==> config.mk <==
export PLATFORM = sky130hd
export DESIGN_NAME = way_repl_ctrl
export DESIGN_NICKNAME = d
export VERILOG_FILES = /design/src/rtl/wrc_pkg.sv /design/src/rtl/wrc_partition.sv /design/src/rtl/wrc_victim.sv /design/src/rtl/wrc_set_state.sv /design/src/rtl/way_repl_ctrl.sv
export SDC_FILE = /design/constraint.sdc
export NUM_CORES = 1
export LEC_CHECK = 0
export BUFFER_PORTS_ARGS = -buffer_cell sky130_fd_sc_hd__buf_2
export CORE_ASPECT_RATIO = 0.8
export CORE_UTILIZATION = 58
export DETAILED_ROUTE_END_ITERATION = 10
export PLACE_DENSITY = 0.78
export SLEW_MARGIN = 20
export SYNTH_ARGS = -nofsm -noshare
export SYNTH_HDL_FRONTEND = slang
export SYNTH_HIERARCHICAL = 1
export SYNTH_SLANG_ARGS = --single-unit
==> constraint.sdc <==
create_clock -name clk -period 6.7 [get_ports clk]
set_input_delay 0.335 -clock clk [delete_from_list [all_inputs] [get_ports clk]]
set_output_delay 0.335 -clock clk [all_outputs]
set_load 0.02 [all_outputs]
==> src/rtl/wrc_pkg.sv <==
// Package: shared types and helpers for the way replacement controller.
// Assumes exactly four ways; ranks are 0 (least recent) .. 3 (most recent).
package wrc_pkg;
    localparam int WAYS  = 4;
    localparam int WAY_W = 2;

    typedef logic [WAY_W-1:0]             way_idx_t;
    typedef logic [WAYS-1:0]              way_vec_t;
    typedef logic [WAYS-1:0][WAY_W-1:0]   rank_vec_t;

    typedef enum logic [2:0] {
        MODE_SHARED   = 3'b000,
        MODE_SPLIT_22 = 3'b010,
        MODE_SPLIT_31 = 3'b011
    } repl_mode_e;

    // Recency order after reset or a mode change: way n holds rank n.
    function automatic rank_vec_t home_order();
        rank_vec_t r;
        for (int w = 0; w < WAYS; w++) begin
            r[w] = way_idx_t'(w);
        end
        return r;
    endfunction

    // Make way t most recent; ways that were more recent shift down by one.
    function automatic rank_vec_t touch_rank(rank_vec_t r, way_idx_t t);
        rank_vec_t n;
        n = r;
        for (int j = 0; j < WAYS; j++) begin
            if (way_idx_t'(j) == t) begin
                n[j] = way_idx_t'(WAYS - 1);
            end else if (r[j] > r[t]) begin
                n[j] = r[j] - 1'b1;
            end
        end
        return n;
    endfunction
endpackage

==> src/rtl/wrc_partition.sv <==
// Module: wrc_partition
// Maps the mode and access type to the set of ways that may allocate.
// Assumes reserved modes fall back to the shared four-way partition.
module wrc_partition
    import wrc_pkg::*;
(
    input  logic [2:0] mode_i,
    input  logic       instr_i,
    output way_vec_t   allowed_o
);
    // Decode the partition mask for this access type.
    always_comb begin
        unique case (mode_i)
            MODE_SPLIT_22: allowed_o = instr_i ? 4'b0011 : 4'b1100;
            MODE_SPLIT_31: allowed_o = instr_i ? 4'b0111 : 4'b1000;
            default:       allowed_o = 4'b1111;
        endcase
    end
endmodule

==> src/rtl/wrc_victim.sv <==
// Module: wrc_victim
// Chooses a victim among allowed, unlocked ways: the lowest invalid way
// first, otherwise the way with the lowest rank. Assumes the ranks are unique.
module wrc_victim
    import wrc_pkg::*;
(
    input  way_vec_t  allowed_i,
    input  way_vec_t  lock_i,
    input  way_vec_t  valid_i,
    input  rank_vec_t rank_i,
    output logic      found_o,
    output way_idx_t  way_o
);
    way_vec_t         cand;
    logic             have_inv;
    way_idx_t         inv_way;
    way_idx_t         lru_way;
    logic [WAY_W:0]   best;

    // Candidate ways: inside the partition and not locked.
    always_comb begin
        cand    = allowed_i & ~lock_i;
        found_o = |cand;
    end

    // Lowest-numbered invalid candidate.
    always_comb begin
        have_inv = 1'b0;
        inv_way  = '0;
        for (int w = WAYS - 1; w >= 0; w--) begin
            if (cand[w] && !valid_i[w]) begin
                have_inv = 1'b1;
                inv_way  = way_idx_t'(w);
            end
        end
    end

    // Least recently used candidate.
    always_comb begin
        best    = (WAY_W + 1)'(WAYS);
        lru_way = '0;
        for (int w = 0; w < WAYS; w++) begin
            if (cand[w] && ({1'b0, rank_i[w]} < best)) begin
                best    = {1'b0, rank_i[w]};
                lru_way = way_idx_t'(w);
            end
        end
    end

    // Invalid ways win over recency.
    always_comb begin
        way_o = have_inv ? inv_way : lru_way;
    end
endmodule

==> src/rtl/wrc_set_state.sv <==
// Module: wrc_set_state
// Holds the valid bits and recency ranks of every set. Invalidation clears
// a way in all sets and beats a fill of the same way in the same cycle;
// an order reset beats a touch.
module wrc_set_state
    import wrc_pkg::*;
#(
    parameter int NUM_SETS = 16,
    localparam int SET_W   = (NUM_SETS > 1) ? $clog2(NUM_SETS) : 1
) (
    input  logic             clk,
    input  logic             rst_n,
    input  logic [SET_W-1:0] rd_set_i,
    input  logic             touch_en_i,
    input  way_idx_t         touch_way_i,
    input  logic             fill_en_i,
    input  way_vec_t         inv_mask_i,
    input  logic             order_reset_i,
    output way_vec_t         rd_valid_o,
    output rank_vec_t        rd_rank_o
);
    way_vec_t  valid_all [NUM_SETS];
    rank_vec_t rank_all  [NUM_SETS];
    way_vec_t  fill_mask;

    // One-hot mask of the way being filled.
    always_comb begin
        fill_mask = fill_en_i ? way_vec_t'(1 << touch_way_i) : '0;
    end

    for (genvar s = 0; s < NUM_SETS; s++) begin : g_set
        way_vec_t  valid_q;
        rank_vec_t rank_q;
        logic      sel;

        assign sel = (rd_set_i == SET_W'(s));

        // Per-set valid and recency update.
        always_ff @(posedge clk) begin
            if (!rst_n) begin
                valid_q <= '0;
                rank_q  <= home_order();
            end else begin
                valid_q <= (valid_q | (sel ? fill_mask : '0)) & ~inv_mask_i;
                if (order_reset_i) begin
                    rank_q <= home_order();
                end else if (touch_en_i && sel) begin
                    rank_q <= touch_rank(rank_q, touch_way_i);
                end
            end
        end

        assign valid_all[s] = valid_q;
        assign rank_all[s]  = rank_q;
    end

    // Read port for the set of the current access.
    always_comb begin
        rd_valid_o = valid_all[rd_set_i];
        rd_rank_o  = rank_all[rd_set_i];
    end
endmodule

==> src/rtl/way_repl_ctrl.sv <==
// Module: way_repl_ctrl
// Replacement and way management for a four-way read cache shared by
// instruction fetches and data reads. Accesses are taken one per cycle;
// results appear one edge later. Assumes acc_hit_way_i names a valid way.
module way_repl_ctrl
    import wrc_pkg::*;
#(
    parameter int NUM_SETS = 16,
    localparam int SET_W   = (NUM_SETS > 1) ? $clog2(NUM_SETS) : 1
) (
    input  logic             clk,
    input  logic             rst_n,
    input  logic [2:0]       mode_i,
    input  logic             icache_en_i,
    input  logic             dcache_en_i,
    input  logic [3:0]       lock_i,
    input  logic [3:0]       inv_i,
    input  logic             buf_inv_i,
    input  logic             acc_vld_i,
    input  logic             acc_instr_i,
    input  logic [SET_W-1:0] acc_set_i,
    input  logic             acc_hit_i,
    input  logic [1:0]       acc_hit_way_i,
    output logic             fill_o,
    output logic [1:0]       fill_way_o,
    output logic [SET_W-1:0] fill_set_o,
    output logic [3:0]       way_clr_o,
    output logic             buf_clr_o
);
    logic [2:0]       mode_q;
    logic             mode_chg;
    way_vec_t         allowed;
    way_vec_t         set_valid;
    rank_vec_t        set_rank;
    logic             vict_found;
    way_idx_t         vict_way;
    logic             alloc_en;
    logic             do_fill;
    logic             do_touch;
    way_idx_t         touch_way;
    logic             fill_q;
    way_idx_t         fill_way_q;
    logic [SET_W-1:0] fill_set_q;
    logic [3:0]       way_clr_q;
    logic             buf_clr_q;

    wrc_partition i_part (
        .mode_i    (mode_i),
        .instr_i   (acc_instr_i),
        .allowed_o (allowed)
    );

    wrc_set_state #(.NUM_SETS(NUM_SETS)) i_state (
        .clk           (clk),
        .rst_n         (rst_n),
        .rd_set_i      (acc_set_i),
        .touch_en_i    (do_touch),
        .touch_way_i   (touch_way),
        .fill_en_i     (do_fill),
        .inv_mask_i    (inv_i),
        .order_reset_i (mode_chg),
        .rd_valid_o    (set_valid),
        .rd_rank_o     (set_rank)
    );

    wrc_victim i_vict (
        .allowed_i (allowed),
        .lock_i    (lock_i),
        .valid_i   (set_valid),
        .rank_i    (set_rank),
        .found_o   (vict_found),
        .way_o     (vict_way)
    );

    // Remember the last mode to detect any change of the field.
    always_ff @(posedge clk) begin
        if (!rst_n) mode_q <= MODE_SHARED;
        else        mode_q <= mode_i;
    end

    // Decide whether this access allocates and which way it touches.
    always_comb begin
        mode_chg  = (mode_i != mode_q);
        alloc_en  = acc_instr_i ? icache_en_i : dcache_en_i;
        do_fill   = acc_vld_i && !acc_hit_i && alloc_en && vict_found;
        do_touch  = (acc_vld_i && acc_hit_i) || do_fill;
        touch_way = acc_hit_i ? acc_hit_way_i : vict_way;
    end

    // Register the fill result for the arrays.
    always_ff @(posedge clk) begin
        if (!rst_n) begin
            fill_q     <= 1'b0;
            fill_way_q <= '0;
            fill_set_q <= '0;
        end else begin
            fill_q     <= do_fill;
            fill_way_q <= vict_way;
            fill_set_q <= acc_set_i;
        end
    end

    // Clear pulses; held fully on during reset so the arrays are wiped.
    always_ff @(posedge clk) begin
        if (!rst_n) begin
            way_clr_q <= 4'b1111;
            buf_clr_q <= 1'b1;
        end else begin
            way_clr_q <= inv_i;
            buf_clr_q <= buf_inv_i;
        end
    end

    assign fill_o     = fill_q;
    assign fill_way_o = fill_way_q;
    assign fill_set_o = fill_set_q;
    assign way_clr_o  = way_clr_q;
    assign buf_clr_o  = buf_clr_q;
endmodule

# ---- Word-level counts from Yosys, hierarchy flattened
# Index checks and enable logic that the tools add are counted.
dict set report totals {
  reg_bits 207
  inputBits 25
  out_inout_bits 12
  word_cells 646
}
dict set report op_classes {
  addsub 64
  n_lt_le_gt_ge 69
  eq_ne 21
  shift 1
  mux 203
  bitwise_logic 37
  n_reduce_logical 165
}
# cell n
set op_table {}
lappend op_table {{two-way mux 2 bit} 152}
lappend op_table {{> comparator 2 bit} 64}
lappend op_table {{AND reduction 2 bit} 64}
lappend op_table {{nonzero test 2 bit} 64}
lappend op_table {{subtractor 2 x 1 -> 2 bit, second input constant} 64}
lappend op_table {{two-way mux 4 bit} 21}
lappend op_table {{AND 4 bit} 17}
lappend op_table {{binary-select mux 2 bit (select 2 bit)} 16}
lappend op_table {{bitwise OR 4 bit} 16}
lappend op_table {{binary-select mux 8 bit (select 4 bit)} 1}
lappend op_table {{equality test 4 bit, second input constant} 8}
lappend op_table {{logical AND 1 bit} 27}
lappend op_table {{binary-select mux 4 bit (select 4 bit)} 1}
lappend op_table {{equality test 4 x 3 -> 1 bit, second input constant} 4}
lappend op_table {{two-way mux 8 bit} 2}
lappend op_table {{less-than comparator 2 x 3 -> 1 bit} 3}
lappend op_table {{two-way mux 3 bit} 3}
lappend op_table {{equality test 4 x 2 -> 1 bit, second input constant} 2}
lappend op_table {{inverter 4 bit} 2}
lappend op_table {{one-hot mux 4 bit (2 select lines)} 1}
lappend op_table {{equality test 3 x 2 -> 1 bit, second input constant} 2}
lappend op_table {{two-way mux 1 bit} 6}
lappend op_table {{>= comparator 5 bit, second input constant} 1}
lappend op_table {{zero test 1 bit} 5}
lappend op_table {{other kinds (13)} 14}

# ---- Depth between registers and ports, before layout
dict set report logic_depth {
  ltp_word 21
  mapped_depth 31
  ltp_nobuf 26
}

# ---- Hierarchy
# The synthesis kept the hierarchy.
# module instances cells_each area_per_inst_um2 seq_area_each_um2
set by_module_without_submodules {}
lappend by_module_without_submodules {wrc_set_state 1 1587 13748.2 3843.7}
lappend by_module_without_submodules {way_repl_ctrl 1 42 498.0 300.3}
lappend by_module_without_submodules {wrc_victim 1 51 369.1 0.0}
lappend by_module_without_submodules {wrc_partition 1 6 41.3 0.0}

# ---- Worst setup path before layout
# No wires, ideal clock.
dict set report synth_timing {
  path_type {input-to-reg}
  start {in acc_set_i[0]}
  end {reg i_state/g_set[3].rank_q[1] (netlist name)}
  setup_time_ns 0.103
  arrival_ns 6.321
  path_slack_ns 0.275
  stages 29
  n_path_buf 4
  path_cell_list {buf_6 > buf_2 > mux4_2 > a22oi_1 > nand2_1 > ha_1 > nor2_1 > o31ai_2 > nor2_1 > a31oi_1 > ha_1 > a21o_1 > a21oi_1 > o21ai_1 > mux2_2 > ha_1 > a211oi_1 > nor2_1 > o31ai_1 > mux2_2 > buf_2 > buf_2 > mux4_2 > inv_1 > ha_1 > nor2b_1 > o21ai_0 > nor3_1 > a2111oi_2}
}
# element line
set synth_lines {}
lappend synth_lines {{start: declaration} way_repl_ctrl.sv:21} ;# input logic [SET_W-1:0] acc_set_i,
lappend synth_lines {{end signal: assignment} wrc_set_state.sv:42} ;# rank_q <= home_order();
lappend synth_lines {{end signal: assignment} wrc_set_state.sv:46} ;# rank_q <= home_order();
lappend synth_lines {{end signal: assignment} wrc_set_state.sv:48} ;# rank_q <= touch_rank(rank_q, touch_way_i);
lappend synth_lines {{end: declaration} wrc_set_state.sv:33} ;# rank_vec_t rank_q;

==> summary.md <==
On the final layout, the worst hold slack is 0.0225 ns. The area overhead of the layout relative to synthesis is 8.94%. Dividing the detail-routed wire length by the instance count gives 21.4 um. The first global-routing pass estimated 68000 um of wire. Top flip-flop cell by instance count after synthesis: dfxtp_1. For the final count of pins violating max slew, the log shows 0. Global routing used 32.9% of the available tracks. The flow ran to the end, but the final reports show violations. The worst hold path was traced through 2 stages. For the detailed placer's ending HPWL, the log shows 29900 um. For the worst setup path, the data required time is 7.13 ns. The maximum number of pins on one net before global-route repair came out at 81. The floorplan has 51 rows. The master cell of the clock root buffer was clkbuf_16. Pin placement for this block handled 37 I/O pins. For this configuration, the core starts out at a cell density of 59.7%. In this run, CTS created clock tree buffers numbering 23.

The placer's final routability congestion estimate was 0.938. The number of antenna violations at the first check in global routing was 0; the post-detailed-routing wire length was 43400 um. After layout, the minimum clock period comes to 6.36 ns. Static timing analysis puts the maximum clock frequency at 157 MHz. Along the worst path, the maximum fanout reaches 22.

The logs give 0.344 ns for the final worst setup slack and 1842 for the synthesized net count. The ratio of routed vias to standard cells is 6.84, and the transition at the pin with the smallest max-transition slack is 0.924 ns. The startpoint identified for the worst hold timing path is inv_i[0]. The number of cells on the worst reg-to-reg path is 26. After global routing the overflow that remains totals 0. In this run the critical register-to-register path is captured at i_state/g_set[5].rank_q[0]$_SDFFE_PP0P_.

The share of async-settable or async-resettable flops after synthesis was 0%. The post-route clock skew was 0.0184 ns; the signal arrival time at the worst endpoint was 6.79 ns. The number of I/O port buffers is 36, and the y dimension of the die is 144 um. DRC violations left: 3. The most frequently used cell type in the post-synthesis netlist is dfxtp_1. The proportion of layout cells with a drive suffix above 1 is 14.8%. The startpoint identified for the worst register-to-register timing path is i_state/g_set[13].rank_q[3]$_SDFFE_PP0P_.

The later pin in the worst-skew pair is clocked with a latency of 0.54 ns. The floorplan step set the die width to 180 um. The number of antenna diodes in the final layout is 0. Total number of H-tree levels: 1.

The run gives 0 as the final-report setup violation count. TritonCTS built the clock tree. The worst setup path is captured at a flop.

The worst setup path is launched from a flop. Summed over all instances, the cell type with the most area after synthesis is dfxtp_1. The number of synthesized flops with an enable pin works out to 0.

The tools report the worst setup timing slack at the placement stage as -0.0204 ns. The tools report the vias after detailed routing as 13800. After synthesis, flip-flops and latches occupy 28.3% of the total area. Dividing total power by cell area gives a power density of 200 mW/mm2. For the number of synthesis warnings, the log shows 6. The checks that failed: DRC. The final antenna-violating net count was 0.

The endpoint of the worst hold-timing path is way_clr_o[0]$_SDFF_PN1_. Yosys mapped the design onto 70 distinct sky130hd cell types. The kind of path behind the tightest hold check was input pin to flop. The run gives 0.0246 mm2 as the area of the core region.

The number of global-route vias before repair came out at 12600. The pre-antenna-repair detailed-routing pass consisted of 9 iterations. After the first detailed-routing iteration, the DRC count stood at 1624. The flop-to-flop setup slack was 0.34 ns. The largest vdd supply drop is 0.000166 V. The hold violation count in the final report was 0; the maximum clock insertion buffer count was 3.

The total power was 3.19 mW. The synthesized area divided by synthesized cell count works out to 8.69 um2. By area the synthesized netlist is led by dfxtp_1, mux4_2, ha_1.

Overall die area: 0.0259 mm2. The tools report the leakage power total as 6.37 nW. The number of clock sinks came out at 207. The critical path is of the flop to flop type. Clock-pin slew was measured on the worst setup and hold paths at 0.07 ns. Share of the clock period used by the worst path: 94.9%.

The gate count after technology mapping is 1686, and the tightest slew margin relative to the limit is 38.2%. The cell area that synthesis handed to floorplanning was 0.0147 mm2. In this run the biggest area consumer among cell types represents 28.3% of the synthesized area. Max capacitance violation total: 0. Final net count: 1846.

The synthesized design contains 207 register bits. By count the netlist is led by dfxtp_1, nor2_1, ha_1, nand2_1, o21ai_0.
==> layer usage <==
layer	global-route usage (%)	wire [um]	vias to the layer above
met5	0	0	-
met4	11.7	1510	0
met3	6.25	4750	134
met2	51.7	19100	816
met1	45.3	18000	6622
li1	-	-	6263
==> kinds of logic after synthesis <==
group	Yosys count	synth area share [%]
XOR/XNOR	4	0.239
AND/OR/NAND/NOR	603	20.5
AO/OA/AOI/OAI	459	20.9
flip-flops	207	28.3
multiplexers	90	13.0
adder cells (fa/ha/maj)	131	11.2
buffers and inverters	192	5.86
==> area by class of cell <==
cell class | instances | area [um2]
inverter | 90 | 339
clock inverter | 10 | 92.6
clock buffer | 31 | 676
sequential | 207 | 4140
fill | 1963 | 8600
multi-input combinational | 1287 | 9710
timing repair buffer | 81 | 606
tap | 318 | 398
==> critical path, stage by stage, from the launching register on <==
cell      delay, ns
dfxtp_1        0.38
mux4_2         0.52
a22oi_1        0.25
nand2_1        0.12
ha_1           0.29
nor2_1         0.06
o31ai_2        0.30
nor2_1         0.07
a31oi_1        0.21
ha_1           0.32
a21o_1         0.19
a21oi_1        0.18
o21ai_1        0.10
mux2_2         0.28
ha_1           0.19
a211oi_2       0.21
nor2_1         0.06
o31ai_1        0.31
mux2_4         0.26
buf_12         0.21
mux4_2         0.52
inv_1          0.15
ha_1           0.27
nor2b_1        0.16
o21ai_0        0.24
a21oi_1        0.11
o221a_2        0.28
==> through the flow <==
stage / area (um2) / utilization (%) / instances / TNS, ns
6_report: 16000 / 65.0 / 2024 / 0
5_1_grt: 16000 / 65.0 / 2024 / -0.345
4_1_cts: 15900 / 64.8 / 2023 / 0
3_5_place_dp: 15100 / 61.5 / 1978 / -0.0333
3_3_place_gp: 15100 / 61.5 / 1978 / 0
2_1_floorplan: 14700 / - / 1686 / 0
==> timing repair <==
| item | in CTS | in global routing |
|---|---|---|
| buffers inserted | 0 | 1 |
| endpoints found under the hold margin | 4 | 0 |
| setup endpoints to repair | 0 | 138 |
| hold buffers | 4 | 0 |
| gates resized for setup | 0 | 58 |
==> state kept, by name, indices dropped and copies added (netlist names) <==
signal	count
mode_q	3
fill_o	1
buf_clr_o	1
fill_way_o	2
fill_set_o	4
i_state/g_set.valid_q	64
way_clr_o	4
i_state/g_set.rank_q	128
==> layout by cell type, fill, tap and decap left out, types with 58 or more instances in the layout <==
master	count
nand3_1	58
nand2_1	128
nor2b_1	64
o31ai_1	65
mux4_2	80
dfxtp_1	207
ha_1	131
o21ai_0	67
nor2_1	178
a21oi_1	100
inv_1	89
==> power by group <==
group | leakage, nW | total [mW] | switching [mW] | internal, mW
Combinational | 4.31 | 0.649 | 0.411 | 0.237
Sequential | 1.67 | 1.24 | 0.00327 | 1.24
Clock | 0.386 | 1.30 | 0.557 | 0.748
==> how the worst max path moves through the flow <==
stage	from	end	slack (ns)
floorplan	acc_set_i[0]	i_state/g_set[3].rank_q[1]$_SDFFE_PP0P_	0.28
global placement	acc_set_i[0]	i_state/g_set[3].rank_q[1]$_SDFFE_PP0P_	0.13
detailed placement	acc_set_i[0]	i_state/g_set[3].rank_q[1]$_SDFFE_PP0P_	-0.02
CTS	i_state/g_set[13].rank_q[1]$_SDFFE_PP0P_	i_state/g_set[3].rank_q[1]$_SDFFE_PP0P_	0.27
global route	i_state/g_set[13].rank_q[1]$_SDFFE_PP0P_	i_state/g_set[15].rank_q[7]$_SDFFE_PP1P_	-0.08
finish	i_state/g_set[13].rank_q[3]$_SDFFE_PP0P_	i_state/g_set[5].rank_q[0]$_SDFFE_PP0P_	0.34
No activity file was read; power rests on OpenSTA's default activity.
